==> src/rtl/bw_decoder_pkg.sv <==
package bw_decoder_pkg;
    localparam int ADDR_W    = 16;
    localparam int BA_W      = 15;
    localparam int PAGE_LOG2 = 11;
    localparam int BLK_W     = ADDR_W - PAGE_LOG2 + 1;
    localparam int LOC_W     = ADDR_W + 1;
    localparam int N_CE      = 4;
    localparam int N_PE      = 4;

    typedef enum logic [1:0] {
        TGT_NONE   = 2'd0,
        TGT_MEM    = 2'd1,
        TGT_PERIPH = 2'd2,
        TGT_EXT    = 2'd3
    } bw_target_e;

    typedef struct packed {
        bw_target_e       tgt;
        logic [LOC_W-1:0] loc;
        logic             wr_ok;
    } bw_route_t;

    typedef struct packed {
        logic [N_CE-1:0] ce_n;
        logic [N_PE-1:0] pe_n;
        logic            wr_n;
        logic            ext_sel;
    } bw_ctrl_t;

    function automatic bw_ctrl_t bw_idle();
        bw_ctrl_t c;
        c.ce_n    = '1;
        c.pe_n    = '1;
        c.wr_n    = 1'b1;
        c.ext_sel = 1'b0;
        return c;
    endfunction
endpackage

==> src/rtl/bw_route.sv <==
module bw_route
    import bw_decoder_pkg::*;
(
    input  logic [ADDR_W-1:0] addr,
    input  logic              is_prog,
    input  logic              wr,
    input  logic              periph_sel,
    input  logic [BLK_W-1:0]  part_blk,
    output bw_route_t         route
);
    logic [LOC_W-1:0] limit;
    logic             below;

    assign limit = {part_blk, {PAGE_LOG2{1'b0}}};
    assign below = ({1'b0, addr} < limit);

    always_comb begin
        route.loc   = {~is_prog, addr};
        route.wr_ok = wr & ~is_prog;
        if (!is_prog && periph_sel)
            route.tgt = TGT_PERIPH;
        else if (is_prog ? below : !below)
            route.tgt = TGT_MEM;
        else
            route.tgt = TGT_EXT;
    end
endmodule

==> src/rtl/bw_encode.sv <==
module bw_encode
    import bw_decoder_pkg::*;
(
    input  bw_route_t route,
    input  logic      mem_big,
    output bw_ctrl_t  ctrl
);
    localparam int SEL_W = $clog2(N_CE);

    logic [N_CE-1:0] ce_small_n;
    logic [N_PE-1:0] pe_dec_n;
    logic [N_CE-1:0] ce_large_n;

    for (genvar i = 0; i < N_CE; i++) begin : g_ce
        assign ce_small_n[i] = (route.loc[LOC_W-1 -: SEL_W] != SEL_W'(i));
    end

    for (genvar j = 0; j < N_PE; j++) begin : g_pe
        assign pe_dec_n[j] = (route.loc[ADDR_W-1 -: 2] != 2'(j));
    end

    assign ce_large_n = {1'b1, route.loc[ADDR_W-1], route.loc[LOC_W-1], 1'b0};

    always_comb begin
        ctrl = bw_idle();
        unique case (route.tgt)
            TGT_MEM: begin
                ctrl.ce_n = mem_big ? ce_small_n : ce_large_n;
                ctrl.wr_n = ~route.wr_ok;
            end
            TGT_PERIPH: begin
                ctrl.pe_n = pe_dec_n;
                ctrl.wr_n = ~route.wr_ok;
            end
            TGT_EXT:  ctrl.ext_sel = 1'b1;
            default:  ctrl = bw_idle();
        endcase
    end
endmodule

==> src/rtl/bw_decoder.sv <==
module bw_decoder
    import bw_decoder_pkg::*;
(
    input  logic              clk,
    input  logic              rst,
    input  logic              strobe,
    input  logic [15:0]       addr,
    input  logic              is_prog,
    input  logic              wr,
    input  logic              mem_big,
    input  logic              periph_sel,
    input  logic [5:0]        part_blk,
    input  logic              inhibit,
    output logic [3:0]        ce_n,
    output logic [3:0]        pe_n,
    output logic              wr_n,
    output logic [14:0]       ba,
    output logic              ext_sel
);
    bw_route_t route;
    bw_ctrl_t  enc;
    bw_ctrl_t  ctrl_q;
    logic [BA_W-1:0] ba_q;

    bw_route u_route (
        .addr      (addr),
        .is_prog   (is_prog),
        .wr        (wr),
        .periph_sel(periph_sel),
        .part_blk  (part_blk),
        .route     (route)
    );

    bw_encode u_encode (
        .route  (route),
        .mem_big(mem_big),
        .ctrl   (enc)
    );

    always_ff @(posedge clk) begin
        if (rst) begin
            ctrl_q <= bw_idle();
            ba_q   <= '0;
        end else begin
            if (strobe)
                ba_q <= addr[BA_W-1:0];
            if (strobe && !inhibit)
                ctrl_q <= enc;
            else
                ctrl_q <= bw_idle();
        end
    end

    assign ce_n    = ctrl_q.ce_n;
    assign pe_n    = ctrl_q.pe_n;
    assign wr_n    = ctrl_q.wr_n;
    assign ext_sel = ctrl_q.ext_sel;
    assign ba      = ba_q;


    inhibit_quiet_chk: assert property (@(posedge clk) disable iff (rst)
        inhibit |=> (&ce_n && &pe_n && wr_n && !ext_sel));


    idle_quiet_chk: assert property (@(posedge clk) disable iff (rst)
        !strobe |=> (&ce_n && &pe_n && wr_n && !ext_sel));


    prog_wprot_chk: assert property (@(posedge clk) disable iff (rst)
        (strobe && is_prog) |=> wr_n);


    big_ce4_off_chk: assert property (@(posedge clk) disable iff (rst)
        !mem_big |=> ce_n[3]);


    onehot_small_chk: assert property (@(posedge clk) disable iff (rst)
        mem_big |=> $onehot0({~ce_n, ~pe_n}));


    periph_no_ce_chk: assert property (@(posedge clk) disable iff (rst)
        (strobe && !is_prog && periph_sel && mem_big) |=> &ce_n);


    ext_quiet_chk: assert property (@(posedge clk) disable iff (rst)
        ext_sel |-> (&ce_n && &pe_n && wr_n));


    ba_hold_chk: assert property (@(posedge clk) disable iff (rst)
        !strobe |=> $stable(ba));
endmodule

==> config.mk <==
export PLATFORM = sky130hd
export DESIGN_NAME = bw_decoder
export DESIGN_NICKNAME = d
export VERILOG_FILES = /design/src/rtl/bw_decoder_pkg.sv /design/src/rtl/bw_route.sv /design/src/rtl/bw_encode.sv /design/src/rtl/bw_decoder.sv
export SDC_FILE = /design/constraint.sdc
export NUM_CORES = 1
export LEC_CHECK = 0
export ABC_AREA = 0
export BUFFER_PORTS_ARGS = -buffer_cell sky130_fd_sc_hd__buf_2
export CAP_MARGIN = 10
export CORE_ASPECT_RATIO = 1.5
export CORE_MARGIN = 10
export CORE_UTILIZATION = 38
export DETAILED_ROUTE_END_ITERATION = 10
export HOLD_SLACK_MARGIN = 0.08
export PLACE_DENSITY = 0.79
export SLEW_MARGIN = 20
export SYNTH_ARGS = -nofsm -noshare
export SYNTH_HDL_FRONTEND = slang
export SYNTH_SLANG_ARGS = --single-unit
==> constraint.sdc <==
create_clock -name clk -period 1.53 [get_ports clk]
set_clock_uncertainty 0.2 [all_clocks]
set_input_delay 0.0765 -clock clk [delete_from_list [all_inputs] [get_ports clk]]
set_output_delay 0.0765 -clock clk [all_outputs]
set_load 0.01 [all_outputs]
=== After elaboration in Yosys (flattened, before gate mapping) ===
Index checks and enable logic that the tools add are counted.

* Add/sub/neg operators: 0
* Multiply operators: 0
* Divide/modulo/power cells: 0
* $lt $le $gt $ge: 1
* Equality and inequality tests: 9
* Shifts and indexed selects: 0
* Muxes and demuxes: 5
* Bitwise operators: 8
* Reduce and logical (&&, ||, !) cells: 13

{| class="wikitable"
|+ Operators with widths
! kind !! count
|-
| $lt A16 B17 Y1 || 1
|-
| $reduce_or A3 Y1 || 3
|-
| $ne A2 B2 Y1 const B || 4
|-
| $not A1 Y1 || 7
|-
| $eq A2 B2 Y1 const B || 2
|-
| $mux W2 || 2
|-
| $ne A2 B1 Y1 const B || 2
|-
| $reduce_bool A2 Y1 || 2
|-
| $reduce_or A2 Y1 || 2
|-
| $reduce_or A4 Y1 || 1
|-
| $logic_not A1 Y1 || 3
|-
| $mux W3 || 1
|-
| $eq A2 B1 Y1 const B || 1
|-
| $logic_and A1 B1 Y1 || 2
|-
| $mux W1 || 2
|-
| $and A1 B1 Y1 || 1
|}

* Register bits after elaboration: 25
* Bits in latches: 0
* Bits in writable memories: 0
* Memory bits (read-only): 0
* Output and inout bits: 25
* Word-level logic and storage cells: 42
* Memories: 0

=== Logic depth before layout (Yosys ltp) ===
Gate-level depths: netlist (run 1).

* Depth in word-level cells: 9
* Gate-level depth with buffers: 7
* Mapped depth without buffers: 7

=== Hierarchy ===
A second synthesis (run 1) with hierarchy kept.

* Cell total of the unflattened synthesis: 122
* Area, all modules: 1189.9 um^2

{| class="wikitable"
|+ Modules (own cells, without submodules)
! module !! times used !! cells an instance !! area each (um^2) !! seq. area each (um^2)
|-
| bw_decoder || 1 || 70 || 812.0 || 500.5
|-
| bw_route || 1 || 35 || 255.2 || 0.0
|-
| bw_encode || 1 || 17 || 122.6 || 0.0
|}

=== Worst setup path before layout (run 1) ===
No wires, ideal clock.

* Path kind: input to register
* From: input part_blk[3]
* To: register ctrl_q (netlist bit ce_n[0])
* Arrival: 1.152 ns
* Slack: 0.051 ns
* Stages on the path: 7
* Buffers on the path: 0
* Cells stage by stage: inv_1 > ha_1 > a21o_1 > a21oi_1 > o22a_1 > nor3b_1 > o22ai_1

* Cells in the longest elaborated chain, start to end: 8

{| class="wikitable"
|+ Ends and longest elaborated chain
! element !! line !! text
|-
| from (decl) || bw_decoder.sv:12 || <nowiki>input logic [5:0] part_blk,</nowiki>
|-
| $lt A16 B17 Y1 (*) || bw_route.sv:15 || <nowiki>assign below = ({1'b0, addr} < limit);</nowiki>
|-
| $logic_not A1 Y1 || bw_route.sv:22 || <nowiki>else if (is_prog ? below : !below)</nowiki>
|-
| $mux W1 (*) || bw_route.sv:22 ||
|-
| $mux W2 (*) || bw_route.sv:22 ||
|-
| $mux W2 (*) || bw_route.sv:20 || <nowiki>if (!is_prog && periph_sel)</nowiki>
|-
| $eq A2 B1 Y1 (*) || bw_encode.sv:26 || <nowiki>unique case (route.tgt)</nowiki>
|-
| $not A1 Y1 (no source line) (*) || -- ||
|-
| $reduce_or A3 Y1 (no source line) (*) || -- ||
|-
| to (signal assigned) || bw_decoder.sv:42 || <nowiki>ctrl_q <= bw_idle();</nowiki>
|-
| to (signal assigned) || bw_decoder.sv:48 || <nowiki>ctrl_q <= enc;</nowiki>
|-
| to (signal assigned) || bw_decoder.sv:50 || <nowiki>ctrl_q <= bw_idle();</nowiki>
|-
| to (decl) || bw_decoder.sv:22 || <nowiki>bw_ctrl_t ctrl_q;</nowiki>
|}

Mark *: on every way between the ends. The rest lies on a longest branch, timed or not.
A chain may end at the register's enable or synchronous reset.

==> run metrics, run 1 <==
share of the synthesized area in the top cell type=0.511; CTS H-Tree Depth=1; Final Cell Area=0.00172 mm^2; CTS Buffer Depth=2; overall power=1.25 mW; slowest CP cell=dlygate4sd3_1; Worst R2R Path Depth=3; fin cells=217; PD cells=724 mW/mm^2; Die H=82.2 um; critical path cell sequence=buf_2, dlygate4sd3_1, mux2i_1, nor2_1, dlygate4sd3_1; worst slew pin tran=around 0.27 ns; drt initial violations=19; Synth Warn #=0; Worst path depth=5; HPWL after detailed placement=2180 um; core area=0.00245 mm^2; top cells by count, synth=dfxtp_1 (25), nor2_1 (16), mux2i_1 (15); Netlist cell types=26; top cells by area, synth=dfxtp_1 (51%), mux2i_1 (15%), nor2_1 (6.1%); Layout Area Growth over Synthesis=76.0%; CP startpoint kind=primary input; Post-route DRC=0; f_max=0.655 GHz; WHS=-0.0301 ns; Critical Path End Type=flip-flop; slew margin rel.=0.821; ANT cells=0; # clock sinks=25; final worst slack=0.00444 ns; Post-synth top flop=dfxtp_1; number of synthesized flops with an enable pin=0; violated checks=negative hold slack; initial antenna violation count=0; Syn Std Cell Area=980 um^2; row count=22; register area=around 500 um^2; first-pass GRT wire length=5540 um; Placed Area=0.00128 mm^2; Tmin final=1.53 ns; hold path depth=3; Reg clk slew, reported paths=between 0.1 and 0.15 ns; CTS Buf Count=3; largest area contributor in the netlist=dfxtp_1; multi-input logic area=439 um^2; total vias in the final route=1039; Leakage=0.876 nW; Crit Path Class=in -> reg; Max-cap violations=0; number of port buffers=54; detailed-router iteration count before antenna repair=3; Slew Viols, Final=0; outcome=finished with violations; async set-or-reset flop fraction in the synthesized netlist=0; via/cell ratio=approximately 4.8; synthesis-stage register bit count=25; DP Cell Count=173; total gr overflow=0; Tightest Hold Check Type=in -> reg; Fin. Hold Viols=1; share of cells above drive strength 1=0.347; # nets final=roughly 230; Seq/Total Area, Yosys=0.511; Worst-Skew Late Latency=roughly 0.30 ns; Total GRT Usage=0.141; Worst Path Max Fanout=2; WL final=3440 um; Initial Util=0.400; TritonCTS clock tree=done; CP bufs+invs=3; Syn Area/Cell=around 10 um^2; top-count cell post-synth=dfxtp_1; Syn Nets=129; Top delay family on crit path=buffers and inverters; fin crit share=0.997; Critical Path RT=1.54 ns; number of global-route vias before repair=1206; Die Wd=a little over 60 um; Die ar.=0.00505 mm^2; Gate Count Post-Synth=95; routability cong.=~0.7; Fillers=199; pre-CTS setup slack=-0.195 ns; Worst VDD drop=586 uV; Avg WL per Cell=15.8 um; number of nets still failing antenna checks after routing=0; Ports=55; cell seen most often among critical-path stages=dlygate4sd3_1; CP max stage delay=0.56 ns; clk root buf=clkbuf_4; Worst Path Arrival=between 1.5 and 2 ns; largest net degree at the start of global routing=16; setup violators final=0
-- path summary, 6_finish.rpt --
path	start	to	slack, ns
max	addr[12]	ba[12]	0.004
min	is_prog	wr_n	-0.03
max reg2reg	ba[6]	ba[6]	0.10
min reg2reg	ba[14]	ba[14]	0.33
-- sequential cells by signal (all words and copies together) (netlist names) --
| signal | flops |
|---|---|
| ba | 15 |
| ce_n | 4 |
| ext_sel | 1 |
| pe_n | 4 |
| wr_n | 1 |
-- power breakdown --
| part | internal (mW) | total [mW] | leakage [nW] | switching, mW |
|---|---|---|---|---|
| clock network | 0.0975 | 0.284 | 0.0177 | 0.187 |
| registers | 0.678 | 0.690 | 0.205 | 0.0127 |
| logic | 0.159 | 0.274 | 0.654 | 0.114 |
-- metrics by stage --
step / utilization / setup TNS [ns]
6_report: 0.704 / 0
3_5_place_dp: 0.525 / -0.565
3_3_place_gp: 0.525 / -0.222
2_1_floorplan: - / 0
4_1_cts: 0.699 / 0
5_1_grt: 0.704 / -0.0219
-- cell families after synthesis --
logic type / after synthesis / synth area share
AND/OR/NAND/NOR: 31 / 0.174
flip-flops: 25 / 0.511
buffers and inverters: 11 / 0.0524
multiplexers: 15 / 0.153
adder cells (fa/ha/maj): 4 / 0.0511
AO/OA/AOI/OAI: 9 / 0.0588
-- timing repair --
item / CTS / global route
buffers inserted: 0 / 0
setup endpoints to repair: 0 / 6
hold endpoints to repair: 25 / 4
hold buffers: 40 / 1
resized for setup: 0 / 3
-- layout by cell type, fill, tap and decap left out, types with 2 or more instances in the layout --
cell	Yosys	layout
nand4_1	2	2
a21oi_1	2	2
buf_4	0	4
dfxtp_1	25	25
ha_1	4	4
nor2_1	16	16
clkbuf_4	0	3
nand2_1	2	2
o21ai_0	2	2
inv_1	7	7
buf_2	2	54
or3_1	2	2
dlygate4sd3_1	0	40
mux2i_1	15	14
-- worst min-delay path: stages --
cell and delay, ns:
buf_2 0.08, and2b_4 0.20, o211ai_1 0.09
-- metal layers --
layer,up-vias,routed length (um),global-route usage
li1,517,-,-
met4,0,48,0.0493
met3,4,272,0.0458
met2,34,1960,0.280
met5,-,0,0
met1,484,1160,0.127
-- final cells by class --
| cell class | count | share of cell area |
|---|---|---|
| Timing Repair Buffer | 98 | 0.406 |
| Multi-Input combinational cell | 59 | 0.255 |
| Clock inverter | 1 | 0.00290 |
| Tap cell | 24 | 0.0174 |
| Clock buffer | 3 | 0.0131 |
| Inverter | 7 | 0.0152 |
| Sequential cell | 25 | 0.290 |
(Power assumes the default switching activity.)
==> run 2, diff against run 1 <==
ABC_AREA = 1   (was 0)
CORE_UTILIZATION = 43   (was 38)
PLACE_DENSITY = 0.81   (was 0.79)
SETUP_SLACK_MARGIN = 0.3   (was unset)
SYNTH_HIERARCHICAL = 1   (was unset)
==> run 2 against run 1 <==
Net effect: worst setup slack improved by 0.088 ns; the flow now finishes without violations; critical path type unchanged; highest routed layer unchanged; first-iteration DRC count rose to 3.2 times the previous value; count of clock-buffer cells in the layout did not move.
==> run metrics, run 2 <==
outcome=finished clean; Tmin final=1.44 ns (-0.0884 ns); clk root buf=clkbuf_8; Max-cap violations=0 (unchanged); setup violators final=0 (unchanged); Fin. Hold Viols=0 (-1); largest net degree at the start of global routing=24 (+8); HPWL after detailed placement=2360 um (+8.3%); Sw Pwr=0.388 mW (+23%); WL final=3480 um (+1.1%); Total GRT Usage=0.126 (-0.0151); row count=24 (+9.1%); slowest CP cell=ha_4; Initial Util=0.442 (+0.0419); Tightest Hold Check Type=in -> reg; detailed-router iteration count before antenna repair=4 (+1); total gr overflow=0 (unchanged); commonest non-fill, non-tap cell in the layout=buf_2; core area=0.00288 mm^2 (+18%); internal power=1.04 mW (+12%); CP startpoint kind=primary input; CTS Buf Count=3 (unchanged); Die H=86.7 um (+5.4%); Worst VDD drop=391 uV (-33%); # clock sinks=25 (unchanged); initial antenna violation count=0 (unchanged); Avg WL per Cell=11.6 um (-27%); Leakage=1.04 nW (+19%); via/cell ratio=4.34 (-9.4%); fin cells=299 (+38%); Worst Path Arrival=1.39 ns (-0.15 ns); CTS H-Tree Depth=1 (unchanged); Post CTS Setup Buffer Count=0 (unchanged); power share of the sequential group=0.485 (-0.068); Die ar.=0.00558 mm^2 (+11%); Slew Viols, Final=0 (unchanged); # nets final=298 (+31%); drt initial violations=61 (+42); CTS Buffer Depth=2 (unchanged); slew margin rel.=0.822 (+0.00170); Syn Nets=219 (+70%); Worst-Skew Late Latency=0.26 ns (-0.04 ns); Syn Area/Cell=7.00 um^2 (-32%); fin crit share=0.939 (-0.0578); Switching Share=0.271 (+0.0196); critical path cell sequence=buf_2, ha_4, nand2_1, nor2_1, nand2_1, nand2_1, nand2_1, nand2_1, inv_2, inv_2, ha_4, nand2_2, nand2_2, nand2_1, nand3b_1; Clk network pwr share=0.262 (+0.034); Critical Path RT=1.48 ns (-0.06 ns); ANT cells=0 (unchanged); Critical Path End Type=flip-flop; total vias in the final route=1297 (+25%); WHS=0.0712 ns (+0.101 ns); fin util=0.696 (-0.00803); first-pass GRT wire length=5730 um (+3.4%); Layout Area Growth over Synthesis=57.5%; number of nets still failing antenna checks after routing=0 (unchanged); Worst Path Max Fanout=5 (+3); f_max=0.696 GHz (+6.1%); cell seen most often among critical-path stages=nand2_1; Post-route DRC=0 (unchanged); max FFs per register=15 (unchanged); number of port buffers=54 (unchanged); CP max stage delay=0.25 ns (-0.31 ns); Die Wd=64.4 um (+4.9%); Final Cell Area=0.00201 mm^2 (+16%); routability cong.=0.825 (+18%); Gate Count Post-Synth=182 (+92%); RSZ-0062 raised after global routing=yes; TritonCTS clock tree=done; Syn Std Cell Area=0.00127 mm^2 (+30%); worst slew pin tran=0.265 ns (-0.00418 ns); share of cells above drive strength 1=0.373 (+0.0259); Synth Warn #=6 (+6); number of global-route vias before repair=1328 (+10%); Crit Path Class=in -> reg; DP Cell Count=272 (+57%); Placed Area=0.00166 mm^2 (+29%); Gate power share=0.253 (+0.034); commonest non-fill, non-tap cells in the layout=buf_2 (49), nand2_1 (47), inv_1 (28); Ports=55 (unchanged); Reg clk slew, reported paths=0.08 ns (-0.05 ns); PD cells=713 mW/mm^2 (-1.5%)
==> run 2: power by group through the flow <==
stage | Combinational, mW | Clock [mW] | Sequential [mW]
finish | 0.361 | 0.375 | 0.693
global route | 0.410 | 0.417 | 0.697
CTS | 0.347 | 0.396 | 0.693
detailed placement | 0.293 | 0 | 0.708
global placement | 0.284 | 0 | 0.707
floorplan | 0.174 | 0 | 0.724
==> run 2: worst paths after layout <==
kind | cells past startpoint | slack [ns] | endpoint | startpoint
hold / removal | 5 | 0.07 | ce_n[0] | is_prog
setup reg to reg | 2 | 0.74 | ba[13] | ba[13]
setup / recovery | 15 | 0.09 | ce_n[1] | addr[13]
hold reg to reg | 2 | 0.27 | ba[2] | ba[2]
==> run 2: critical path, delay by kind of cell <==
kind | cells | cell delay, ns
AND/OR/NAND/NOR | 10 | 0.65
buffers and inverters | 3 | 0.24
adder cells (fa/ha/maj) | 2 | 0.40
==> run 2: area by class of cell <==
type	count	area [um^2]
inverters	38	158
flip-flops and latches	25	500
clock inverters	1	5.00
well taps	39	48.8
fillers	247	877
repair buffers	80	571
multi-input cells	113	682
clock buffers	3	41.3
==> run 2: stage by stage <==
step	setup WS (ns)	total power [mW]	setup TNS (ns)
after floorplan	0.0123	0.898	0
after global placement	-0.219	0.991	-1.61
after detailed placement	-0.249	1.00	-1.81
after CTS	0.148	1.44	0
after global routing	0.00992	1.52	0
final	0.0928	1.43	0
==> run 2: repair_timing <==
action	in CTS	in global routing
setup endpoints to repair	10	25
cloned	0	0
resized for setup	12	6
pin swaps	13	4
hold endpoints to repair	25	13
hold buffers	20	3
==> run 2: per-layer routing <==
layer | GRT usage | vias up | share of wire
li1 | - | 686 | -
met1 | 0.119 | 562 | 0.36
met2 | 0.238 | 39 | 0.56
met3 | 0.0245 | 10 | 0.049
met4 | 0.0820 | 0 | 0.029
met5 | 0 | - | 0
==> run 3, diff against run 2 <==
CORE_UTILIZATION = 45   (was 43)
CTS_BUF_LIST = sky130_fd_sc_hd__clkbuf_4   (was unset)
PLACE_DENSITY = 0.84   (was 0.81)
==> run 3 against run 2 <==
Net effect: worst hold slack worse by 0.14 ns; cell area down 0.94%; global-route usage rose by 0.64 points; largest cell class unchanged; wire length fell by 0.60%; die area shrank 3.3%; clock power is 26% lower; first-iteration DRC count up 25%; sequential share of layout area grew 0.24 points; the run now ends with negative hold slack left; fmax fell by 1.9%; critical path type unchanged.
==> run metrics, run 3 (synthesis results as in run 2) <==
CP max stage delay=0.25 ns (about the same); core area=0.00271 mm^2 (-6.2%); internal power=0.966 mW (-7.2%); fin crit share=0.957 (+0.0181); violated checks=negative hold slack; slowest CP cell=ha_4; Tightest Hold Check Type=in -> reg; Worst Path Arrival=1.46 ns (+0.07 ns); power share of the sequential group=0.515 (+0.030); worst slew pin tran=0.275 ns (+0.00970 ns); WL final=3450 um (-0.60%); Sw Pwr=0.380 mW (-1.9%); RSZ-0062 raised after global routing=yes; row count=23 (-4.2%); Fin. Hold Viols=6 (+6); via/cell ratio=4.35 (+0.26%); largest net degree at the start of global routing=21 (-13%); Tmin final=1.46 ns (+0.0277 ns); CP startpoint kind=primary input; commonest non-fill, non-tap cell in the layout=buf_2; commonest non-fill, non-tap cells in the layout=buf_2 (49), nand2_1 (47), inv_1 (26); CTS Buf Count=3 (unchanged); TritonCTS clock tree=done; HPWL after detailed placement=2470 um (+4.8%); share of cells above drive strength 1=0.391 (+0.0177); slew margin rel.=0.817 (-0.00538); Worst-Skew Late Latency=0.31 ns (+0.05 ns); CTS Buffer Depth=2 (unchanged); outcome=finished with violations; Top delay family on crit path=simple AND/OR/NAND/NOR gates; Total GRT Usage=0.133 (+0.00642); Initial Util=0.471 (+0.0290); Die Wd=63.4 um (-1.6%); Clk network pwr share=0.208 (-0.054); CTS H-Tree Depth=1 (unchanged); Avg WL per Cell=11.6 um (-0.27%); # nets final=299 (+0.34%); Layout Area Growth over Synthesis=56.0%; CP bufs+invs=4 (+1); Post-route DRC=0 (unchanged); fin util=0.735 (+0.0388); Reg clk slew, reported paths=0.13 ns (+0.05 ns); Gate power share=0.277 (+0.024); Slew Viols, Final=0 (unchanged); PD cells=678 mW/mm^2 (-4.9%); critical path cell sequence=buf_8, inv_12, ha_4, nand2_2, nor2_1, nand2_1, nand2_1, nand2_1, nand2_1, inv_2, inv_2, ha_4, nand2_2, nand2_1, nand2_1, nand3b_1; cell seen most often among critical-path stages=nand2_1; Final Cell Area=0.00199 mm^2 (-0.94%); first-pass GRT wire length=5940 um (+3.7%); Die H=85.2 um (-1.7%); number of global-route vias before repair=1348 (+1.5%); # clock sinks=25 (unchanged); Critical Path End Type=flip-flop; setup violators final=0 (unchanged); clk root buf=clkbuf_4; total vias in the final route=1296 (-0.077%); drt initial violations=76 (+25%); number of port buffers=54 (unchanged); WHS=-0.0689 ns (-0.140 ns); routability cong.=0.755 (-8.4%); overall power=1.35 mW (-5.8%); Worst VDD drop=298 uV (-24%); total gr overflow=0 (unchanged); f_max=0.683 GHz (-1.9%); Placed Area=0.00166 mm^2 (+0.30%); detailed-router iteration count before antenna repair=4 (unchanged); Max-cap violations=0 (unchanged); Ports=55 (unchanged); Critical Path RT=1.53 ns (+0.05 ns); number of nets still failing antenna checks after routing=0 (unchanged); Crit Path Class=in -> reg; max FFs per register=15 (unchanged); Worst Path Max Fanout=5 (unchanged); initial antenna violation count=0 (unchanged); Die ar.=0.00540 mm^2 (-3.3%); Switching Share=0.282 (+0.0111); ANT cells=0 (unchanged); Leakage=1.04 nW (-0.34%)
[run 3: area by class of cell]
type | instances | area [um^2]
repair buffers | 81 | 573
inverters | 38 | 158
clock buffers | 3 | 22.5
flip-flops and latches | 25 | 500
well taps | 37 | 46.3
clock inverters | 1 | 5.00
multi-input cells | 113 | 682
fillers | 227 | 718
[run 3: stage by stage]
| step | cells | setup slack [ns] | TNS, ns | hold WS (ns) |
|---|---|---|---|---|
| 6_report | 298 | 0.0651 | 0 | -0.0689 |
| 5_1_grt | 298 | -0.0265 | -0.0265 | -0.0710 |
| 4_1_cts | 296 | 0.130 | 0 | -0.0731 |
| 3_5_place_dp | 271 | -0.299 | -2.12 | 0.170 |
| 3_3_place_gp | 271 | -0.218 | -1.56 | 0.165 |
| 2_1_floorplan | 182 | 0.0123 | 0 | 0.00531 |
[run 3: final timing paths]
path               start      end  slack (ns)  cells after the start
max          part_blk[3]  ce_n[1]        0.07                     16
min               strobe  ext_sel       -0.07                      3
max reg2reg        ba[6]    ba[6]        0.73                      2
min reg2reg        ba[0]    ba[0]        0.28                      2
[run 3: worst register-to-register path: stages, from the launching register on]
cell and delay [ns]:
dfxtp_1 0.33, nor2_1 0.13, nor2_2 0.05
[run 3: metal layers]
| metal | vias to the layer above | track usage | wire length (um) |
|---|---|---|---|
| li1 | 689 | - | - |
| met1 | 562 | 0.124 | 1300 |
| met2 | 39 | 0.256 | 1890 |
| met3 | 6 | 0.0276 | 183 |
| met4 | 0 | 0.0739 | 80 |
| met5 | - | 0 | 0 |
[run 3: repair_timing]
| item | CTS | global route |
|---|---|---|
| pin swaps | 9 | 11 |
| hold buffers | 20 | 1 |
| hold endpoints to repair | 25 | 15 |
| resized for setup | 13 | 7 |
| cloned | 0 | 0 |
| setup endpoints to repair | 10 | 16 |
| buffers inserted | 1 | 1 |
[run 3: power groups by stage]
stage	clock network [mW]	logic, mW	registers, mW
floorplan	0	0.174	0.724
detailed placement	0	0.297	0.708
global placement	0	0.288	0.707
finish	0.279	0.373	0.694
global route	0.317	0.422	0.698
CTS	0.288	0.357	0.694
